<file path="src/rtl/trig_pkg.sv">
package trig_pkg;
  localparam int NUM_TRIG = 10;
  localparam int NUM_PAIR = NUM_TRIG / 2;
  localparam int IDX_W    = $clog2(NUM_TRIG + 1);
  // pair 1 (store/store) may not be linked
  localparam logic [NUM_PAIR-1:0] LINK_ALLOW = 5'b11101;
endpackage

</file>
<file path="src/rtl/trig_cfg_regs.sv">
module trig_cfg_regs #(
  parameter int N  = trig_pkg::NUM_TRIG,
  parameter int G  = N / 2,
  parameter int IW = $clog2(N + 1),
  parameter logic [G-1:0] LINK_ALLOW = trig_pkg::LINK_ALLOW
) (
  input  logic          clk,
  input  logic          rst_n,
  input  logic          wr_valid,
  input  logic [IW-1:0] wr_idx,
  input  logic          wr_enable,
  input  logic          wr_timing,
  input  logic          wr_link,
  output logic [N-1:0]  en_q,
  output logic [N-1:0]  tim_q,
  output logic [G-1:0]  link_q
);
  for (genvar i = 0; i < N; i++) begin : g_trig
    logic sel, en_r, tim_r;
    assign sel = wr_valid && (wr_idx == IW'(i));
    always_ff @(posedge clk) begin
      if (!rst_n) begin
        en_r  <= 1'b0;
        tim_r <= 1'b0;
      end else if (sel) begin
        en_r  <= wr_enable;
        tim_r <= wr_timing;
      end
    end
    assign en_q[i]  = en_r;
    assign tim_q[i] = tim_r;

    assert_write_lands_R2: assert property (@(posedge clk) disable iff (!rst_n)
      (wr_valid && wr_idx == IW'(i)) |=> (en_q[i] == $past(wr_enable) && tim_q[i] == $past(wr_timing)));
  end

  for (genvar g = 0; g < G; g++) begin : g_pair
    if (LINK_ALLOW[g]) begin : g_link
      logic sel, link_r;
      assign sel = wr_valid && (wr_idx == IW'(2 * g));
      always_ff @(posedge clk) begin
        if (!rst_n)   link_r <= 1'b0;
        else if (sel) link_r <= wr_link;
      end
      assign link_q[g] = link_r;

      assert_odd_keeps_link_R8: assert property (@(posedge clk) disable iff (!rst_n)
        (wr_valid && wr_idx == IW'(2 * g + 1)) |=> $stable(link_q[g]));
    end else begin : g_nolink
      assign link_q[g] = 1'b0;
    end
  end

  assert_oor_ignored_R2: assert property (@(posedge clk) disable iff (!rst_n)
    (wr_valid && wr_idx >= IW'(N)) |=> ($stable(en_q) && $stable(tim_q) && $stable(link_q)));
endmodule

</file>
<file path="src/rtl/trig_pair_eval.sv">
module trig_pair_eval (
  input  logic [1:0] hit,
  input  logic [1:0] en,
  input  logic [1:0] tim,
  input  logic       link,
  output logic [1:0] fire
);
  logic [1:0] qual;
  logic       both, same_tim;
  always_comb begin
    qual     = hit & en;
    both     = &qual;
    same_tim = (tim[0] == tim[1]);
    fire     = link ? {2{both & same_tim}} : qual;
  end
endmodule

</file>
<file path="src/rtl/trig_fire_reduce.sv">
module trig_fire_reduce #(
  parameter int N = trig_pkg::NUM_TRIG
) (
  input  logic [N-1:0] fire,
  input  logic [N-1:0] tim,
  output logic         now,
  output logic         next
);
  always_comb begin
    now  = |(fire & ~tim);
    next = |(fire & tim);
  end
endmodule

</file>
<file path="src/rtl/trig_chain_combiner.sv">
module trig_chain_combiner #(
  parameter int N  = trig_pkg::NUM_TRIG,
  parameter int G  = N / 2,
  parameter int IW = $clog2(N + 1),
  parameter logic [G-1:0] LINK_ALLOW = trig_pkg::LINK_ALLOW
) (
  input  logic          clk,
  input  logic          rst_n,
  input  logic          cfg_wr_valid,
  input  logic [IW-1:0] cfg_wr_idx,
  input  logic          cfg_wr_enable,
  input  logic          cfg_wr_timing,
  input  logic          cfg_wr_link,
  input  logic [N-1:0]  hit_i,
  output logic [N-1:0]  fire_o,
  output logic          fire_now,
  output logic          fire_next
);
  logic [N-1:0] en_q, tim_q;
  logic [G-1:0] link_q;

  trig_cfg_regs #(.N(N), .G(G), .IW(IW), .LINK_ALLOW(LINK_ALLOW)) u_cfg (
    .clk(clk), .rst_n(rst_n),
    .wr_valid(cfg_wr_valid), .wr_idx(cfg_wr_idx),
    .wr_enable(cfg_wr_enable), .wr_timing(cfg_wr_timing), .wr_link(cfg_wr_link),
    .en_q(en_q), .tim_q(tim_q), .link_q(link_q)
  );

  for (genvar g = 0; g < G; g++) begin : g_eval
    trig_pair_eval u_pair (
      .hit(hit_i[2*g+1 -: 2]), .en(en_q[2*g+1 -: 2]), .tim(tim_q[2*g+1 -: 2]),
      .link(link_q[g]), .fire(fire_o[2*g+1 -: 2])
    );

    assert_pair_together_R5: assert property (@(posedge clk) disable iff (!rst_n)
      link_q[g] |-> (fire_o[2*g] == fire_o[2*g+1]));
    assert_pair_needs_both_R5: assert property (@(posedge clk) disable iff (!rst_n)
      (link_q[g] && fire_o[2*g]) |-> (hit_i[2*g] && hit_i[2*g+1]));
    assert_timing_mismatch_R6: assert property (@(posedge clk) disable iff (!rst_n)
      (link_q[g] && tim_q[2*g] != tim_q[2*g+1]) |-> (fire_o[2*g+1 -: 2] == 2'b00));
  end

  for (genvar i = 0; i < N; i++) begin : g_chk
    assert_disabled_quiet_R4: assert property (@(posedge clk) disable iff (!rst_n)
      !en_q[i] |-> !fire_o[i]);
  end

  trig_fire_reduce #(.N(N)) u_reduce (
    .fire(fire_o), .tim(tim_q), .now(fire_now), .next(fire_next)
  );

  assert_summary_R9: assert property (@(posedge clk) disable iff (!rst_n)
    ((|fire_o) == (fire_now || fire_next)));
endmodule

</file>
<file path="config.mk">
export PLATFORM = sky130hd
export DESIGN_NAME = trig_chain_combiner
export DESIGN_NICKNAME = d
export VERILOG_FILES = /design/src/rtl/trig_pkg.sv /design/src/rtl/trig_cfg_regs.sv /design/src/rtl/trig_pair_eval.sv /design/src/rtl/trig_fire_reduce.sv /design/src/rtl/trig_chain_combiner.sv
export SDC_FILE = /design/constraint.sdc
export NUM_CORES = 1
export LEC_CHECK = 0
export CAP_MARGIN = 20
export CORE_MARGIN = 2
export CORE_UTILIZATION = 70
export CTS_BUF_LIST = sky130_fd_sc_hd__clkbuf_8
export DETAILED_ROUTE_END_ITERATION = 10
export DONT_BUFFER_PORTS = 1
export GPL_TIMING_DRIVEN = 0
export PLACE_DENSITY = 0.86
export RECOVER_POWER = 50
export SYNTH_ARGS = -nofsm -noshare
export SYNTH_HDL_FRONTEND = slang
export SYNTH_HIERARCHICAL = 1
export SYNTH_SLANG_ARGS = --single-unit
</file>
<file path="constraint.sdc">
create_clock -name clk -period 3.75 [get_ports clk]
set_clock_uncertainty 0.15 [all_clocks]
set_input_delay 0.75 -clock clk [delete_from_list [all_inputs] [get_ports clk]]
set_output_delay 0.75 -clock clk [all_outputs]
set_load 0.05 [all_outputs]
</file>
==> results.md, run 1 <==
- Status: finished, final reports clean
- R2R Path Start: u_cfg/g_trig[3].tim_r
- WL/cell: 14.9 um
- Die H: between 40 and 50 um
- GRT Resource Usage Total: 0.275
- Number of cells produced by synthesis: roughly 170
- Via density: ~5.7
- Antenna-violating nets left: 0
- Remaining Overflow, GRT: 0
- Area grow syn2layout: 13.3%
- Worst Path Max Fanout: 3
- Worst-margin pin slew: approximately 1.2 ns
- Routed WL: approximately 3.2 mm
- First-pass GRT wire length: 5.11 mm
- Clock buffer count from CTS: 3
- PD cells: approximately 320 nW/um^2
- Final setup viols: 0
- IO Port Bufs: 0
- Initial antenna violation count: 0
- CORE AREA: approximately 2000 um^2
- Vias in the first global route: 1159
- Die area: around 2400 um^2
- Final Cycle Share: 0.907
- Clock buffer depth: 2
- Total of max-cap violations: 0
- Detailed Place HPWL: between 2 and 2.5 mm
- Placement Rows: 16
- WS Path Type: register to output pin
- Post_cts resized: 0
- Arrival time at the worst endpoint: about 2.5 ns
- Share of flip-flops with an asynchronous set or reset: 0
- Post-synth EDFFs: 0
- Vias post-DR: ~1300
- Leading cell type in the layout, fill and taps excluded: nand2_1
- Synth unique cells: 28
- TritonCTS clock tree: yes
- Final Max Slew Viols: 0
- Clk_lat worst skew: 0.26 ns
- Final hold violation count: 0
- RSZ-0062 raised after global routing: false
- Setup crit end: fire_now
- Starting Density: 0.738
- Sequential area share after synthesis: 0.332
- Sum Neg Setup Slack: 0 ns
- CP Launch Type: register
- CTS H-Tree Depth: 1
- Hold Buf Count CTS: 0
- Core Util, Final: 0.836
- CTS clk-pin slew, worst paths: approximately 0.080 ns
- Initial DRC count: 34
- Width of the die: 49.5 um
- Reg2reg end: u_cfg/g_trig[3].tim_r
- Nets: 212
- Relative slew slack: 0.210
- Clock Sinks: 24
- Synth Flop Type: dfxtp_1
- Hold/Removal Path Class: register to register
- FF+latch count, synth: 24
- Worst reg2reg setup slack: 2.93 ns
- Worst setup EP type: output pin
- Peak VDD IR: about 300 uV
- Residual DRC: 0
- Mean Syn Cell Area: 8.47 um^2
- Critical Path RT: 2.85 ns
- Gpl congestion: 0.881
- Power, Total: about 0.52 mW
- Ant. Diodes: 0
- Worst R2R Path Depth: 2
- Most frequent cells in the layout: nand2_1 (39), buf_4 (33), mux2i_1 (24), dfxtp_1 (24), o22ai_1 (13)
- Postcts setup bufs: 0
- Setup slack after layout: around 0.35 ns
- Mapped Area: 1450 um^2
- Pre-Repair DR Iteration Count: 4
- Syn Nets: about 190
- Min Tclk post-route: about 3.4 ns
- Maximum number of pins on one net before global-route repair: 15
- Layout cell share with drive strength beyond 1: 0.215
- # IOs: 32
- Post-Place Setup Slack: between 0.3 and 0.4 ns
- Ys Warns: 6
- Lkg Pwr: between 0.7 and 0.8 nW
- Setup crit start: u_cfg/g_trig[3].tim_r
- Fmax: 0.294 GHz
- Root buf cell: clkbuf_8
## final cells by class
class / count / area, um^2
Multi-Input combinational cell: 111 / 736
Sequential cell: 24 / 480
Fill cell: 118 / 322
Buffer: 29 / 203
Timing Repair Buffer: 16 / 90.1
Clock buffer: 3 / 41.3
Tap cell: 27 / 33.8
Clock inverter: 1 / 30.0
Inverter: 7 / 26.3
## logic make-up (layout without fill, tap and decap cells)
kind of cell | after synthesis | after routing | synth area share
and+or+nand+nor | 62 | 62 | 0.220
buffers and inverters | 36 | 56 | 0.160
muxes | 24 | 24 | 0.166
DFF | 24 | 24 | 0.332
AOI/OAI and AO/OA | 19 | 19 | 0.0899
xor gates and xnor gates | 5 | 5 | 0.0302
other | 1 | 1 | 0.00259
## registers in the layout (all words and copies together) (netlist names)
signal                      count
u_cfg/g_trig.en_r              10
u_cfg/g_trig.tim_r             10
u_cfg/g_pair.g_link.link_r      4
## power breakdown
group / total, mW / switching [mW] / internal [mW]
clock: 0.223 / 0.0806 / 0.143
combinational: 0.0402 / 0.0248 / 0.0154
sequential: 0.260 / 0.00174 / 0.258
total: 0.523 / 0.107 / 0.416
## routing by layer
layer	vias to the layer above	track usage	part of all wire
met2	44	0.500	0.51
met5	-	0	0
met4	0	0.111	0.015
li1	607	-	-
met3	6	0.0394	0.057
met1	595	0.322	0.42
## metrics by stage
| step | instance area, um^2 | instances | hold WS, ns |
|---|---|---|---|
| detailed placement | 1560 | 212 | 0.304 |
| floorplan | 1450 | 171 | 0.285 |
| global placement | 1480 | 198 | 0.295 |
| CTS | 1630 | 216 | 0.314 |
| finish | 1640 | 218 | 0.310 |
| global route | 1640 | 218 | 0.321 |
## worst min path at each step
stage / start / end / slack [ns] / cells after the start
after global routing: u_cfg/g_trig[6].en_r / u_cfg/g_trig[6].en_r / 0.32 / 2
after floorplan: u_cfg/g_pair[3].g_link.link_r / u_cfg/g_pair[3].g_link.link_r / 0.29 / 2
final: u_cfg/g_trig[2].en_r / u_cfg/g_trig[2].en_r / 0.31 / 2
after CTS: u_cfg/g_trig[6].en_r / u_cfg/g_trig[6].en_r / 0.31 / 2
after global placement: u_cfg/g_trig[4].tim_r / u_cfg/g_trig[4].tim_r / 0.29 / 2
after detailed placement: u_cfg/g_trig[2].en_r / u_cfg/g_trig[2].en_r / 0.30 / 2
## Yosys cell counts (all sizes together) (2+ instances only)
library cell	instances	area [um^2]
nand3b	3	35.0
a22oi	3	22.5
inv	6	22.5
nand2b	4	25.0
nand4	6	37.5
nor2	3	11.3
mux2i	24	240
xor2	5	43.8
buf	28	201
nand2	39	146
nor3b	2	20.0
dfxtp	24	480
o22ai	13	81.3
## worst max-delay path, cell delays in order, from the launching register on
cell,delay (ns)
dfxtp_1,0.33
buf_4,0.14
xor2_1,0.16
o22ai_1,0.89
nand2b_1,0.16
o2111ai_1,0.12
or4_1,0.43
Note: power is estimated with default switching activity, not from simulation.
==> run 2: changes to the inputs <==
- SETUP_SLACK_MARGIN: default -> 0.5
- TNS_END_PERCENT: default -> 10
==> results.md, run 2 (synthesis results as in run 1) <==
- Status: finished, final reports clean (unchanged)
- Most frequent cells in the layout: nand2_1 (39), buf_4 (25), mux2i_1 (24), dfxtp_1 (24), o22ai_2 (9) (was nand2_1 (39), buf_4 (33), mux2i_1 (24), dfxtp_1 (24), o22ai_1 (13))
- Sum Neg Setup Slack: 0 ns (unchanged)
- Initial DRC count: 44 (was 34)
- Worst Path Max Fanout: 3 (unchanged)
- First-pass GRT wire length: 5.00 mm (was 5.11 mm)
- Routed WL: 3.19 mm (was 3.24 mm)
- Die H: 49.5 um (unchanged)
- Layout cell share with drive strength beyond 1: 0.253 (was 0.215)
- Placed insts: 198 (was 212)
- Leading cell type in the layout, fill and taps excluded: nand2_1 (unchanged)
- Lkg Pwr: 0.707 nW (was 0.751 nW)
- IO Port Bufs: 0 (unchanged)
- Die area: 2450 um^2 (unchanged)
- Detailed Place HPWL: 2.37 mm (was 2.40 mm)
- Vias post-DR: 1156 (was 1252)
- Clock buffer count from CTS: 3 (unchanged)
- Vias in the first global route: 1162 (was 1159)
- Clock buffer depth: 2 (unchanged)
- Maximum number of pins on one net before global-route repair: 13 (was 15)
- Relative slew slack: 0.522 (was 0.210)
- Final Cycle Share: 0.856 (was 0.907)
- Critical Path RT: 2.85 ns (about the same)
- Dpl cell area: 1540 um^2 (was 1560 um^2)
- Min Tclk post-route: 3.21 ns (was 3.40 ns)
- Nets: 196 (was 212)
- Remaining Overflow, GRT: 0 (unchanged)
- Worst setup EP type: output pin (unchanged)
- Register Area: 480 um^2 (unchanged)
- Fmax: 0.312 GHz (was 0.294 GHz)
- Arrival time at the worst endpoint: 2.31 ns (was 2.50 ns)
- Gpl congestion: 0.795 (was 0.881)
- Via density: 5.75 (was 5.74)
- Post-Place Setup Slack: 0.396 ns (was 0.320 ns)
- Clock Sinks: 24 (unchanged)
- Antenna-violating nets left: 0 (unchanged)
- WS Path Type: register to output pin (unchanged)
- Worst-margin pin slew: 0.717 ns (was 1.18 ns)
- Biggest regs: u_cfg/g_trig.en_r x10, u_cfg/g_trig.tim_r x10, u_cfg/g_pair.g_link.link_r x4 (unchanged)
- Area grow syn2layout: 10.6% (was 13.3%)
- Clk_lat worst skew: 0.26 ns (about the same)
- # IOs: 32 (unchanged)
- GRT Resource Usage Total: 0.266 (was 0.275)
- Placement Rows: 16 (unchanged)
- Width of the die: 49.5 um (unchanged)
- Multi-input logic area: 817 um^2 (was 736 um^2)
- CTS H-Tree Depth: 1 (unchanged)
- PD cells: 278 nW/um^2 (was 319 nW/um^2)
- Setup slack after layout: 0.540 ns (was 0.348 ns)
- Final non-filler cell total: 201 (was 218)
- Hold/Removal Path Class: register to register (unchanged)
- Worst path cell trace: buf_4 -> xor2_1 -> o22ai_2 -> a22o_1 -> a221oi_1 -> nand4_1 (was buf_4 -> xor2_1 -> o22ai_1 -> nand2b_1 -> o2111ai_1 -> or4_1)
- Total of max-cap violations: 0 (unchanged)
- CTS clk-pin slew, worst paths: 0.07 ns (was 0.08 ns)
- CP Launch Type: register (unchanged)
- Critical-path top delay cell: nand4_1 (was o22ai_1)
- WL/cell: 15.9 um (was 14.9 um)
- CP peak stage delay: 0.55 ns (was 0.89 ns)
- Root buf cell: clkbuf_8 (unchanged)
- Initial antenna violation count: 0 (unchanged)
- Peak VDD IR: 262 uV (was 296 uV)
- RSZ-0062 raised after global routing: true (was false)
- Pre-Repair DR Iteration Count: 4 (unchanged)
- Residual DRC: 0 (unchanged)
- Final setup viols: 0 (unchanged)
- Fillers: 136 (was 118)
- Ant. Diodes: 0 (unchanged)
- Starting Density: 0.738 (unchanged)
- Power, Total: 0.445 mW (was 0.523 mW)
- TritonCTS clock tree: yes (unchanged)
- Final Max Slew Viols: 0 (unchanged)
- Final hold violation count: 0 (unchanged)
- CORE AREA: 1960 um^2 (unchanged)
- Fin area: 1600 um^2 (was 1640 um^2)
run 2: what timing repair did:
item | in CTS | in global routing
hold buffers | 0 | 0
setup buffers | 0 | 0
pin swaps | 0 | 1
gates resized for setup | 1 | 3
gates cloned | 0 | 0
setup endpoints to repair | 2 | 2
run 2: final timing paths:
kind,startpoint,endpoint,slack (ns),cells after the start
worst min-delay path,u_cfg/g_trig[8].en_r,u_cfg/g_trig[8].en_r,0.31,2
worst max-delay path,u_cfg/g_trig[9].tim_r,fire_next,0.54,6
worst min register to register,u_cfg/g_trig[8].en_r,u_cfg/g_trig[8].en_r,0.31,2
worst max register to register,u_cfg/g_pair[4].g_link.link_r,u_cfg/g_pair[4].g_link.link_r,2.97,2
run 2: metrics by stage:
stage / util / hold slack (ns)
after floorplan: - / 0.285
after global placement: 0.784 / 0.294
after detailed placement: 0.784 / 0.302
after CTS: 0.808 / 0.313
after global routing: 0.816 / 0.328
final: 0.816 / 0.311
run 2: cell type report:
type,instances,share of cell area
flip-flops and latches,24,0.300
plain buffers,29,0.127
well taps,27,0.0211
multi-input cells,111,0.510
clock buffers,3,0.0258
inverters,7,0.0164
run 2: per-layer routing:
| metal | wire (um) | share of wire | vias to the layer above | track usage |
|---|---|---|---|---|
| met5 | 0 | 0 | - | 0 |
| met4 | 48 | 0.015 | 0 | 0.0972 |
| met3 | 216 | 0.068 | 6 | 0.0515 |
| met2 | 1580 | 0.50 | 41 | 0.475 |
| met1 | 1340 | 0.42 | 536 | 0.316 |
| li1 | - | - | 573 | - |
run 2: where the power goes:
| group | internal (mW) | switching [mW] | total [mW] |
|---|---|---|---|
| Combinational | 0.0158 | 0.0257 | 0.0415 |
| Sequential | 0.258 | 0.00169 | 0.260 |
| Clock | 0.0716 | 0.0720 | 0.144 |
run 2: critical path: cells and delay by family (launching register included):
family | cells | cell delay (ns)
and+or+nand+nor | 1 | 0.55
xor gates and xnor gates | 1 | 0.23
AOI/OAI and AO/OA | 3 | 0.79
DFF | 1 | 0.34
buffers and inverters | 1 | 0.13
